<file path="src/rtl/shift_neg_pkg.sv">
package shift_neg_pkg;
  typedef enum logic [1:0] {
    OP_SHL = 2'b00,
    OP_SHR = 2'b01,
    OP_ROL = 2'b10,
    OP_NEG = 2'b11
  } opKind_e;

  typedef struct packed {
    logic capture;
    logic doShl;
    logic doShr;
    logic doRol;
    logic doNeg;
    logic useWide;
  } strobe_t;
endpackage

</file>
<file path="src/rtl/shift_neg_ctrl.sv">
module shift_neg_ctrl
  import shift_neg_pkg::*;
(
  input  logic       inValid,
  input  logic [1:0] opCode,
  input  logic       wideSel,
  output strobe_t    strobe
);
  opKind_e kind;

  always_comb begin
    kind           = opKind_e'(opCode);
    strobe         = '0;
    strobe.capture = inValid;
    unique case (kind)
      OP_SHL:  strobe.doShl = 1'b1;
      OP_SHR:  strobe.doShr = 1'b1;
      OP_ROL:  strobe.doRol = 1'b1;
      default: strobe.doNeg = 1'b1;
    endcase
    // only the two shifts have a double-width form
    strobe.useWide = wideSel && (kind == OP_SHL || kind == OP_SHR);
  end
endmodule

</file>
<file path="src/rtl/shift_neg_dp.sv">
module shift_neg_dp
  import shift_neg_pkg::*;
#(
  parameter int BYTE_W = 8,
  localparam int WORD_W = 2 * BYTE_W
) (
  input  logic              clk,
  input  logic              rstN,
  input  strobe_t           strobe,
  input  logic [WORD_W-1:0] operand,
  input  logic              carryIn,
  output logic              outValid,
  output logic [WORD_W-1:0] result,
  output logic              flagN,
  output logic              flagZ,
  output logic              flagV,
  output logic              flagC,
  output logic [3:0]        flagWe
);
  localparam logic [BYTE_W-1:0] MIN_NEG = {1'b1, {(BYTE_W-1){1'b0}}};
  localparam logic [BYTE_W-1:0] ZERO_BYTE = '0;

  logic [BYTE_W-1:0] opByte;
  logic [BYTE_W-1:0] negByte;
  logic [WORD_W-1:0] nextRes;
  logic              nextN, nextZ, nextV, nextC;

  assign opByte  = operand[BYTE_W-1:0];
  assign negByte = ZERO_BYTE - opByte;

  always_comb begin
    nextRes = '0;
    nextC   = 1'b0;
    if (strobe.doShl) begin
      if (strobe.useWide) begin
        nextRes = {operand[WORD_W-2:0], 1'b0};
        nextC   = operand[WORD_W-1];
      end else begin
        nextRes[BYTE_W-1:0] = {opByte[BYTE_W-2:0], 1'b0};
        nextC               = opByte[BYTE_W-1];
      end
    end else if (strobe.doShr) begin
      if (strobe.useWide) nextRes = {1'b0, operand[WORD_W-1:1]};
      else nextRes[BYTE_W-1:0] = {1'b0, opByte[BYTE_W-1:1]};
      nextC = operand[0];
    end else if (strobe.doRol) begin
      nextRes[BYTE_W-1:0] = {opByte[BYTE_W-2:0], carryIn};
      nextC               = opByte[BYTE_W-1];
    end else begin
      nextRes[BYTE_W-1:0] = negByte;
      nextC               = (negByte != ZERO_BYTE);
    end

    if (strobe.useWide) nextN = strobe.doShr ? 1'b0 : nextRes[WORD_W-1];
    else nextN = nextRes[BYTE_W-1];
    nextZ = (nextRes == '0);
    nextV = strobe.doNeg ? (opByte == MIN_NEG) : (nextN ^ nextC);
  end

  always_ff @(posedge clk) begin
    if (!rstN) begin
      outValid <= 1'b0;
      result   <= '0;
      flagN    <= 1'b0;
      flagZ    <= 1'b0;
      flagV    <= 1'b0;
      flagC    <= 1'b0;
      flagWe   <= 4'b0000;
    end else begin
      outValid <= strobe.capture;
      flagWe   <= {4{strobe.capture}};
      if (strobe.capture) begin
        result <= nextRes;
        flagN  <= nextN;
        flagZ  <= nextZ;
        flagV  <= nextV;
        flagC  <= nextC;
      end
    end
  end

  AST_ONE_CYCLE: assert property (@(posedge clk) disable iff (!rstN)
    strobe.capture |=> outValid) else $error("one cycle");
  AST_HOLD: assert property (@(posedge clk) disable iff (!rstN)
    !strobe.capture |=> (!outValid && $stable(result))) else $error("hold");
  AST_SHIFT_V: assert property (@(posedge clk) disable iff (!rstN)
    (strobe.capture && !strobe.doNeg) |=> (flagV == (flagN ^ flagC))) else $error("shift V");
  AST_NEG_CARRY: assert property (@(posedge clk) disable iff (!rstN)
    (strobe.capture && strobe.doNeg) |=> (flagC == (result != '0))) else $error("neg C");
  AST_ZERO_FLAG: assert property (@(posedge clk) disable iff (!rstN)
    outValid |-> (flagZ == (result == '0))) else $error("Z");
  AST_WIDE_SHR_N: assert property (@(posedge clk) disable iff (!rstN)
    (strobe.capture && strobe.doShr && strobe.useWide) |=> !flagN) else $error("wide N");
  AST_WE_ALL: assert property (@(posedge clk) disable iff (!rstN)
    outValid |-> (flagWe == 4'b1111)) else $error("we");
  AST_BYTE_UPPER: assert property (@(posedge clk) disable iff (!rstN)
    (strobe.capture && !strobe.useWide) |=> (result[WORD_W-1:BYTE_W] == '0)) else $error("upper");
endmodule

</file>
<file path="src/rtl/shift_neg_unit.sv">
module shift_neg_unit
  import shift_neg_pkg::*;
#(
  parameter int BYTE_W = 8,
  localparam int WORD_W = 2 * BYTE_W
) (
  input  logic              clk,
  input  logic              rstN,
  input  logic              inValid,
  input  logic [1:0]        opCode,
  input  logic              wideSel,
  input  logic [WORD_W-1:0] operand,
  input  logic              carryIn,
  output logic              outValid,
  output logic [WORD_W-1:0] result,
  output logic              flagN,
  output logic              flagZ,
  output logic              flagV,
  output logic              flagC,
  output logic [3:0]        flagWe
);
  strobe_t strobe;

  shift_neg_ctrl u_ctrl (
    .inValid (inValid),
    .opCode  (opCode),
    .wideSel (wideSel),
    .strobe  (strobe)
  );

  shift_neg_dp #(.BYTE_W(BYTE_W)) u_dp (
    .clk      (clk),
    .rstN     (rstN),
    .strobe   (strobe),
    .operand  (operand),
    .carryIn  (carryIn),
    .outValid (outValid),
    .result   (result),
    .flagN    (flagN),
    .flagZ    (flagZ),
    .flagV    (flagV),
    .flagC    (flagC),
    .flagWe   (flagWe)
  );

  AST_RESET_IDLE: assert property (@(posedge clk)
    !rstN |=> (!outValid && flagWe == 4'b0000)) else $error("reset");
endmodule

</file>
<file path="config.mk">
export PLATFORM = sky130hd
export DESIGN_NAME = shift_neg_unit
export DESIGN_NICKNAME = d
export VERILOG_FILES = /design/src/rtl/shift_neg_pkg.sv /design/src/rtl/shift_neg_ctrl.sv /design/src/rtl/shift_neg_dp.sv /design/src/rtl/shift_neg_unit.sv
export SDC_FILE = /design/constraint.sdc
export NUM_CORES = 1
export LEC_CHECK = 0
export ABC_CLOCK_PERIOD_IN_PS = 5400
export BUFFER_PORTS_ARGS = -buffer_cell sky130_fd_sc_hd__buf_2
export CAP_MARGIN = 15
export CORE_MARGIN = 3
export CORE_UTILIZATION = 53
export CTS_CLUSTER_SIZE = 28
export DETAILED_ROUTE_END_ITERATION = 16
export PLACE_DENSITY = 0.84
export SLEW_MARGIN = 20
export SYNTH_ARGS = -nofsm -noshare
export SYNTH_HDL_FRONTEND = slang
export SYNTH_SLANG_ARGS = --single-unit
</file>
<file path="constraint.sdc">
create_clock -name clk -period 5.4 [get_ports clk]
set_input_delay 0.54 -clock clk [delete_from_list [all_inputs] [get_ports clk]]
set_output_delay 0.54 -clock clk [all_outputs]
set_load 0.02 [all_outputs]
</file>
==> metrics.yaml, run 1 <==
status: "finished, final reports clean"
drt-initial-drc-count: 27
antenna_found_initial: 0
core-area_um2: 2320
grt_pass1_vias: 1252
area_growth_pct: 16.1
final.setup.tns_ns: 0
htreeDepth: 1
start_util_pct: 58.5
hp-class: "reg2reg"
relSlewSlack_pct: 56.0
die_h_um: 56.6
die_width_um: 56.6
syn_nets: 205
grt_setup_unrepaired: "no"
cts_tree: "yes"
syn_avg_cell_area_um2: 7.54
drc_errors: 0
cts_resized: 0
fin_crit_sh_pct: 46.1
synthFlopType: "dfxtp_1"
fin_worst_skew_ns: 0
yosysSeqAreaShare_pct: 31.0
endpoint_kind: "register"
clk_pin_slew_ns: 0.12
holdWs_ns: 0.476
clock_path_buffers: 2
clkSinkCount: 21
async_flop_share_pct: 0
synthCells: 180
max_freq_ghz: 0.402
dpl.hpwl_um: 2580
leakage_nw: 0.718
cts_buffers: 3
path_class: "in2reg"
tightest_slew_ns: 0.658
layout-drive-gt1-share_pct: 26.0
start_kind: "input pin"
ant_nets: 0
place.port_buffers: 47
fin_crit_ns: 2.49
ios: 48
grt_max_degree: 30
gp_congestion: 0.885
die_area_um2: 3200
maxSlewViolCount: 0
maxCapViolations: 0
synth.distinct_cells: 46
ir_drop_mv: 0.224
hold_viol_final: 0
regArea_um2: 420
num_rows: 17
nFillCells: 197
nets: 241
via_count: 1434
crit_required_ns: 5.66
grt_pass1_wl_um: 5490
crit_fanout: 6
ys_ff_latch: 21
synth_edf_count: 0
wl_per_cell_um: 14.0
layout.cells.most_common: "buf_2"
drt-total-wl_um: 3390
diodes: 0
layout_common_cells: "47 x buf_2, 29 x nor2_1, 21 x dfxtp_1"
mappedNetlistArea_um2: 1360
ys.warnings.count: 0
p_per_area_nw_per_um2: 214
clk_latency_ns: 0.31
multi_input_area_um2: 836
grt_overflow: 0
cts_setup_buffers: 0
dr.pass1.iters: 4
track_usage_pct: 21.3
via_per_inst: 5.90
cts_hold_buf: 0
cts_root_buffer: "clkbuf_4"
setup-violations-final: 0
crit_arrival_ns: 2.75
[cells in the mapped netlist, drive strengths merged (2+ instances only)]
master,n,share of area (%)
a21oi,19,7.0
a311o,2,1.5
a31oi,6,2.8
a32oi,2,1.3
buf,7,3.2
clkbuf,9,2.5
dfxtp,21,31
ha,2,1.8
inv,6,1.7
mux2,2,1.7
mux2i,12,8.9
nand2,14,3.9
nand2b,3,1.6
nand3,6,2.2
nand4,3,1.4
nor2,29,8.0
nor2b,2,0.92
nor3,4,1.5
nor4,2,0.92
o21a,2,1.1
o21ai,6,2.2
or2,2,0.92
or3,2,0.92
or4,3,2.2
[stage by stage]
stage          area, um^2  total power, W  instances  worst slack, ns  util, %
2_1_floorplan        1360        0.000235        180             2.76        -
3_3_place_gp         1550        0.000261        239             2.64     66.8
3_5_place_dp         1550        0.000264        239             2.59     66.8
4_1_cts              1580        0.000339        243             2.92     67.9
5_1_grt              1580        0.000356        243             2.84     67.9
6_report             1580        0.000337        243             2.91     67.9
[registers in the layout, summed over array words and instances, names as in the netlist]
register,count
u_dp.flagV,1
u_dp.result,16
u_dp.flagN,1
u_dp.flagC,1
u_dp.flagWe,1
u_dp.flagZ,1
[worst max-delay path, cell delays in order]
cell      delay [ns]
buf_2           0.12
or3_1           0.46
or4_4           0.51
xor2_1          0.17
or4_4           0.51
a2111o_1        0.38
nand3_1         0.07
[kinds of logic after synthesis]
kind of cell	count (synthesis)	synth area share, %
compound gates	47	22.2
simple gates	72	25.7
flops	21	31.0
fa+ha+maj	2	1.84
buf+inv	22	7.38
mux	14	10.5
xor+xnor	2	1.29
[report_power, final]
group	leakage (nW)	switching [W]	internal (W)
Sequential	0.172	0.00000418	0.000163
Clock	0.0150	0.0000472	0.0000289
Combinational	0.530	0.0000595	0.0000346
[area by class of cell]
type                       count  area share [%]
timing repair buffer          47            14.9
sequential                    21            26.7
clock buffer                   4            1.67
tap                           28            2.22
inverter                       6            1.43
multi-input combinational    137            53.1
[per-layer routing]
layer / up-vias / wire length, um / global-route usage, %
met4: 0 / 53 / 8.47
met5: - / 0 / 0
met1: 661 / 1490 / 27.3
met2: 50 / 1640 / 34.5
li1: 716 / - / -
met3: 7 / 209 / 4.60
[path summary, 6_finish.rpt]
check / from / endpoint / slack, ns / cells past startpoint
hold / removal: u_dp.result[15] / u_dp.result[15] / 0.48 / 2
hold reg to reg: u_dp.result[15] / u_dp.result[15] / 0.48 / 2
setup / recovery: operand[2] / u_dp.flagV / 2.91 / 7
setup reg to reg: u_dp.flagV / u_dp.flagV / 4.24 / 4
No activity file was read; power rests on OpenSTA's default activity.
==> run 2, diff against run 1 <==
--- a/config.mk
+++ b/config.mk
@@ -5,14 +5,14 @@
 export SDC_FILE = /design/constraint.sdc
 export NUM_CORES = 1
 export LEC_CHECK = 0
-export ABC_CLOCK_PERIOD_IN_PS = 5400
+export ABC_CLOCK_PERIOD_IN_PS = 2400
 export BUFFER_PORTS_ARGS = -buffer_cell sky130_fd_sc_hd__buf_2
 export CAP_MARGIN = 15
 export CORE_MARGIN = 3
-export CORE_UTILIZATION = 53
+export CORE_UTILIZATION = 49
 export CTS_CLUSTER_SIZE = 28
 export DETAILED_ROUTE_END_ITERATION = 16
-export PLACE_DENSITY = 0.84
+export PLACE_DENSITY = 0.79
 export SLEW_MARGIN = 20
 export SYNTH_ARGS = -nofsm -noshare
 export SYNTH_HDL_FRONTEND = slang
==> constraint.sdc (replaced) <==
create_clock -name clk -period 2.4 [get_ports clk]
set_input_delay 0.24 -clock clk [delete_from_list [all_inputs] [get_ports clk]]
set_output_delay 0.24 -clock clk [all_outputs]
set_load 0.02 [all_outputs]
==> run 2 against run 1 <==
Effect of this change: sequential share of layout area fell by 1.0 points; first-iteration DRC count rose by 48%; critical path type unchanged; largest power group unchanged; sequential cell count did not move; total power rose by 130%; clock power rose by 120%; critical endpoint unchanged.
==> metrics.yaml, run 2 (synthesized netlist as in run 1, its figures left out) <==
status: "finished, final reports clean"
crit_fanout: 2  # -4
cpMostUsedCell: "or4_4"
max_stage_delay_ns: 0.49  # -0.02 ns
crit_family: "simple AND/OR/NAND/NOR gates"
drt-total-wl_um: 3530  # +4.0%
track_usage_pct: 21.8  # +0.51 points
setup-violations-final: 0  # unchanged
num_rows: 18  # +1
largest_reg_flops: 16  # unchanged
dr.pass1.iters: 4  # unchanged
regArea_um2: 420  # unchanged
dpl.cell_count: 249  # +4.2%
cts_buffers: 3  # unchanged
cts_root_buffer: "clkbuf_4"
clk_latency_ns: 0.30  # about the same
use_met3_pct: 5.48  # +0.88 points
place.port_buffers: 47  # unchanged
cts_resized: 0  # unchanged
p_per_area_nw_per_um2: 466  # +120%
wl_per_cell_um: 13.9  # -0.16%
layout_common_cells: "47 x buf_2, 29 x nor2_1, 21 x dfxtp_1"
cts_tree: "yes"
clk_pin_slew_ns: 0.11  # about the same
hold_viol_final: 0  # unchanged
via_per_inst: 5.79  # -1.8%
endpoint_kind: "register"
placed_area_um2: 1610  # +4.0%
via_count: 1466  # +2.2%
die_area_um2: 3440  # +7.3%
maxCapViolations: 0  # unchanged
drt-initial-drc-count: 40  # +48%
instances_no_fill: 253  # +4.1%
fin_worst_skew_ns: 0  # unchanged
p_total_w: 0.000763  # +130%
crit_arrival_ns: 2.31  # -0.44 ns
die_width_um: 58.6  # +3.6%
tightest_slew_ns: 0.411  # -0.247 ns
clkSinkCount: 21  # unchanged
grt_pass1_vias: 1309  # +4.6%
path_buf_inv: 1  # unchanged
fin_area_um2: 1640  # +4.0%
clock_path_buffers: 2  # unchanged
multi_input_area_um2: 836  # unchanged
cts_hold_buf: 0  # unchanged
grt.met1_usage_pct: 27.2  # -0.11 points
holdWs_ns: 0.224  # -0.252 ns
die_h_um: 58.6  # +3.6%
critical_path.cell_chain: "buf_2 -> or3_1 -> or4_4 -> xor2_1 -> or4_4 -> a2111o_1 -> nand3_1"
max_freq_ghz: 0.486
ir_drop_mv: 0.471  # +110%
grt_overflow: 0  # unchanged
grt_pass1_wl_um: 5870  # +6.9%
gp_congestion: 0.910  # +2.8%
layout.cells.most_common: "buf_2"
start_kind: "input pin"
grt_setup_unrepaired: "no"
crit_slowest_cell: "or4_4"
core-area_um2: 2540  # +9.8%
layout-drive-gt1-share_pct: 28.7  # +2.7 points
grt_max_degree: 20  # -33%
ios: 48  # unchanged
cts_setup_buffers: 0  # unchanged
nets: 249  # +3.3%
fin_crit_sh_pct: 85.8
start_util_pct: 53.3  # -5.2 points
final.setup.tns_ns: 0  # unchanged
dpl.hpwl_um: 2770  # +7.5%
top_usage_layer: "met2"
diodes: 0  # unchanged
htreeDepth: 1  # unchanged
nFillCells: 225  # +14%
drc_errors: 0  # unchanged
crit_required_ns: 2.66  # -3.00 ns
maxSlewViolCount: 0  # unchanged
ant_nets: 0  # unchanged
hp-class: "in2reg"
path_class: "in2reg"
globalRouteMet2Util_pct: 36.2  # +1.7 points
leakage_nw: 0.756  # +5.3%
top_register: "u_dp.result"
antenna_found_initial: 0  # unchanged
fin_crit_ns: 2.06
relSlewSlack_pct: 72.3  # +16 points
area_growth_pct: 20.8
==> run 2: cell types whose count changed in the layout (fill, tap and decap cells not counted) <==
cell | previous run | this run
buf_4 | 0 | 8
==> run 2: worst paths after layout <==
check | start | endpoint | cells after the start | slack [ns]
worst max-delay path | operand[2] | u_dp.flagV | 7 | 0.34
worst min register to register | u_dp.result[8] | u_dp.result[8] | 2 | 0.47
worst max register to register | u_dp.flagV | u_dp.flagV | 4 | 1.27
worst min-delay path | rstN | u_dp.flagZ | 3 | 0.22
==> run 2: cell type report <==
| class | instances | share of cell area [%] |
|---|---|---|
| well taps | 30 | 2.29 |
| multi-input cells | 137 | 51.0 |
| clock buffers | 4 | 1.60 |
| flip-flops and latches | 21 | 25.7 |
| repair buffers | 55 | 18.0 |
| inverters | 6 | 1.38 |
==> run 2: layer usage <==
layer	vias to the layer above	routed length (um)
li1	733	-
met1	664	1460
met2	61	1730
met3	8	274
met4	0	63
met5	-	0
==> run 2: stage by stage <==
stage                     setup WS, ns  util [%]
after global placement          0.0479      63.3
after floorplan                 0.0597         -
final                            0.342      64.4
after global routing             0.297      64.4
after detailed placement        0.0232      63.3
after CTS                        0.349      64.4
==> run 2: worst min-delay path: stages <==
cell and delay [ns]:
buf_2 0.12, nand2_1 0.06, o32ai_1 0.07
==> run 2: where the power goes <==
| part | switching (W) | internal [W] | total (W) |
|---|---|---|---|
| sequential | 0.00000897 | 0.000367 | 0.000376 |
| combinational | 0.000137 | 0.0000843 | 0.000221 |
| clock | 0.000101 | 0.0000649 | 0.000165 |
==> run 3, diff against run 2 <==
--- a/config.mk
+++ b/config.mk
@@ -5,9 +5,9 @@
 export SDC_FILE = /design/constraint.sdc
 export NUM_CORES = 1
 export LEC_CHECK = 0
+export ABC_AREA = 1
 export ABC_CLOCK_PERIOD_IN_PS = 2400
 export BUFFER_PORTS_ARGS = -buffer_cell sky130_fd_sc_hd__buf_2
-export CAP_MARGIN = 15
 export CORE_MARGIN = 3
 export CORE_UTILIZATION = 49
 export CTS_CLUSTER_SIZE = 28
==> run 3 against run 2 <==
Effect of this change: clock skew unchanged; die area decreased by 1.3%; wire length shrank 3.7%; clock power about the same; largest power group unchanged; sequential power is 2% higher; synthesized cell count increased by 19%; register-to-register slack better by 0.45 ns; maximum frequency rose by 52%; sequential cell count unchanged; combinational power is essentially flat; critical path type unchanged.
==> metrics.yaml, run 3 <==
status: "finished, final reports clean"
die_width_um: 58.2  # -0.67%
synthXorXnorAreaFrac_pct: 1.31  # +0.019 points
drc_errors: 0  # unchanged
cts_resized: 0  # unchanged
clock_path_buffers: 2  # unchanged
switchingPower_w: 0.000262  # +6.4%
power_frac_comb_pct: 28.8  # -0.2 points
largest_reg_flops: 16  # unchanged
crit_arrival_ns: 1.56  # -0.75 ns
fin_worst_skew_ns: 0  # unchanged
crit_fanout: 6  # +4
cts_buffers: 3  # unchanged
clk_latency_ns: 0.30  # about the same
synth_area_leader_cell: "dfxtp_1"
yosysMostFrequentCell: "nand2_1"
diodes: 0  # unchanged
dr.pass1.iters: 4  # unchanged
cts_tree: "yes"
multi_input_area_um2: 731  # -13%
synthSimpleGateAreaFrac_pct: 28.0  # +2.3 points
syn_avg_cell_area_um2: 6.22  # -18%
dpl.hpwl_um: 2760  # -0.49%
endpoint_kind: "register"
crit_required_ns: 2.61  # -0.05 ns
ys.warnings.count: 0  # unchanged
hold_viol_final: 0  # unchanged
yosysSeqAreaShare_pct: 31.5  # +0.46 points
ir_drop_mv: 0.552  # +17%
track_usage_pct: 21.5  # -0.35 points
fin_util_pct: 62.2  # -2.2 points
clkSinkCount: 21  # unchanged
placed_area_um2: 1560  # -3.5%
fin_area_um2: 1580  # -3.4%
synth_top_family_by_area: "simple AND/OR/NAND/NOR gates"
htreeDepth: 1  # unchanged
synth_mux_area_share_pct: 0  # -11 points
syn_nets: 240  # +17%
ios: 48  # unchanged
fin_crit_sh_pct: 56.3  # -29 points
synth_area_leaders: "dfxtp_1 31%, nand2_1 11%, o21ai_0 10%"
grt_max_degree: 22  # +10%
dpl.cell_count: 283  # +14%
nFillCells: 267  # +19%
path_class: "in2reg"
layout_common_cells: "47 x buf_2, 40 x nand2_1, 33 x nor2_1"
p_seq_share_pct: 49.5  # +0.2 points
hp-class: "in2reg"
wl_per_cell_um: 11.8  # -15%
ys_top_cells_by_count: "40 x nand2_1, 33 x nor2_1, 31 x inv_1"
nets: 283  # +14%
final.setup.tns_ns: 0  # unchanged
relSlewSlack_pct: 79.6  # +7.3 points
place.port_buffers: 47  # unchanged
tightest_slew_ns: 0.303  # -0.108 ns
synthCells: 215  # +19%
grt_setup_unrepaired: "no"
die_h_um: 58.2  # -0.67%
async_flop_share_pct: 0  # unchanged
gp_congestion: 0.873  # -4.0%
cts_root_buffer: "clkbuf_4"
via_per_inst: 5.16  # -11%
leakage_nw: 0.889  # +18%
ys_ff_latch: 21  # unchanged
layout.cells.most_common: "buf_2"
antenna_found_initial: 0  # unchanged
max_freq_ghz: 0.740  # +52%
p_total_w: 0.000771  # +1.1%
maxSlewViolCount: 0  # unchanged
area_growth_pct: 18.4
num_rows: 18  # unchanged
grt_pass1_vias: 1323  # +1.1%
layout-drive-gt1-share_pct: 22.6  # -6.1 points
grt_overflow: 0  # unchanged
synth-compound-area-share_pct: 23.5  # +1.3 points
clk_pin_slew_ns: 0.11  # about the same
drt-initial-drc-count: 51  # +28%
synth.distinct_cells: 25  # -46%
top_register: "u_dp.result"
cts_setup_buffers: 0  # unchanged
via_count: 1482  # +1.1%
die_area_um2: 3390  # -1.3%
start_util_pct: 52.5  # -0.79 points
drt-total-wl_um: 3390  # -3.7%
power.internal_w: 0.000509  # -1.4%
synth_edf_count: 0  # unchanged
ant_nets: 0  # unchanged
regArea_um2: 420  # unchanged
p_per_area_nw_per_um2: 487  # +4.6%
mappedNetlistArea_um2: 1340  # -1.5%
swShare_pct: 34.0  # +1.7 points
synthFlopType: "dfxtp_1"
clkPwrFrac_pct: 21.6  # about the same
instances_no_fill: 287  # +13%
setup-violations-final: 0  # unchanged
fin_crit_ns: 1.35  # -0.707 ns
core-area_um2: 2540  # unchanged
synth-adder-area-share_pct: 1.87  # +0.028 points
start_kind: "input pin"
cts_hold_buf: 0  # unchanged
maxCapViolations: 0  # unchanged
synth_top_area_share_pct: 31.5  # +0.46 points
grt_pass1_wl_um: 5720  # -2.5%
==> run 3: cell count changes in the layout (fill, tap and decap cells not counted), moves of 3 or more <==
cell	previous run	this run
inv_1	4	31
buf_4	8	1
a21oi_1	19	15
o21ai_1	3	0
nand2_1	14	40
nand2_2	0	3
nor2_1	29	33
o21ai_0	3	28
o211ai_1	0	4
mux2i_1	12	0
a31oi_1	6	0
==> run 3: worst paths after layout <==
check,slack [ns],from,depth (start not counted),to
hold / removal,0.25,inValid,2,u_dp.result[0]
hold reg to reg,0.48,u_dp.flagZ,2,u_dp.flagZ
setup / recovery,1.05,operand[0],14,u_dp.flagV
setup reg to reg,1.72,u_dp.result[7],4,u_dp.result[7]
==> run 3: final cells by class <==
type / count / area share [%]
repair buffers: 48 / 15.3
inverters: 33 / 7.83
clock buffers: 3 / 1.42
clock inverters: 1 / 0.316
multi-input cells: 151 / 46.2
flip-flops and latches: 21 / 26.6
well taps: 30 / 2.37
==> run 3: cell families (layout without fill, tap and decap cells) <==
| family | count (synthesis) | count (layout) |
|---|---|---|
| simple gates | 91 | 91 |
| compound gates | 56 | 56 |
| buf+inv | 43 | 85 |
| flops | 21 | 21 |
| fa+ha+maj | 2 | 2 |
| xor+xnor | 2 | 2 |
==> run 3: per-layer routing <==
layer  GRT usage, %  routed length, um
met1           29.3               1570
met2           35.5               1550
met3           4.90                277
met4           2.98                  0
met5              0                  0
==> run 3: through the flow <==
stage	hold slack [ns]	setup slack [ns]
floorplan	0.366	0.988
global placement	0.459	0.724
detailed placement	0.462	0.719
CTS	0.247	1.04
global route	0.267	0.852
finish	0.249	1.05
==> run 3: critical path, stage by stage <==
cell,delay [ns]
buf_2,0.11
inv_1,0.15
ha_1,0.26
nand3_1,0.12
nand2_1,0.10
nand2_1,0.05
nor2_1,0.09
nand3_1,0.07
nand2_1,0.06
nand2_1,0.06
nand2_1,0.08
nand2_1,0.05
nand3_1,0.06
a21oi_1,0.06
==> run 3: power by group through the flow <==
stage / registers, W / clock network (W) / logic (W)
6_report: 0.000382 / 0.000167 / 0.000222
5_1_grt: 0.000385 / 0.000191 / 0.000250
4_1_cts: 0.000382 / 0.000173 / 0.000223
3_5_place_dp: 0.000390 / 0 / 0.000222
3_3_place_gp: 0.000389 / 0 / 0.000223
2_1_floorplan: 0.000418 / 0 / 0.000121
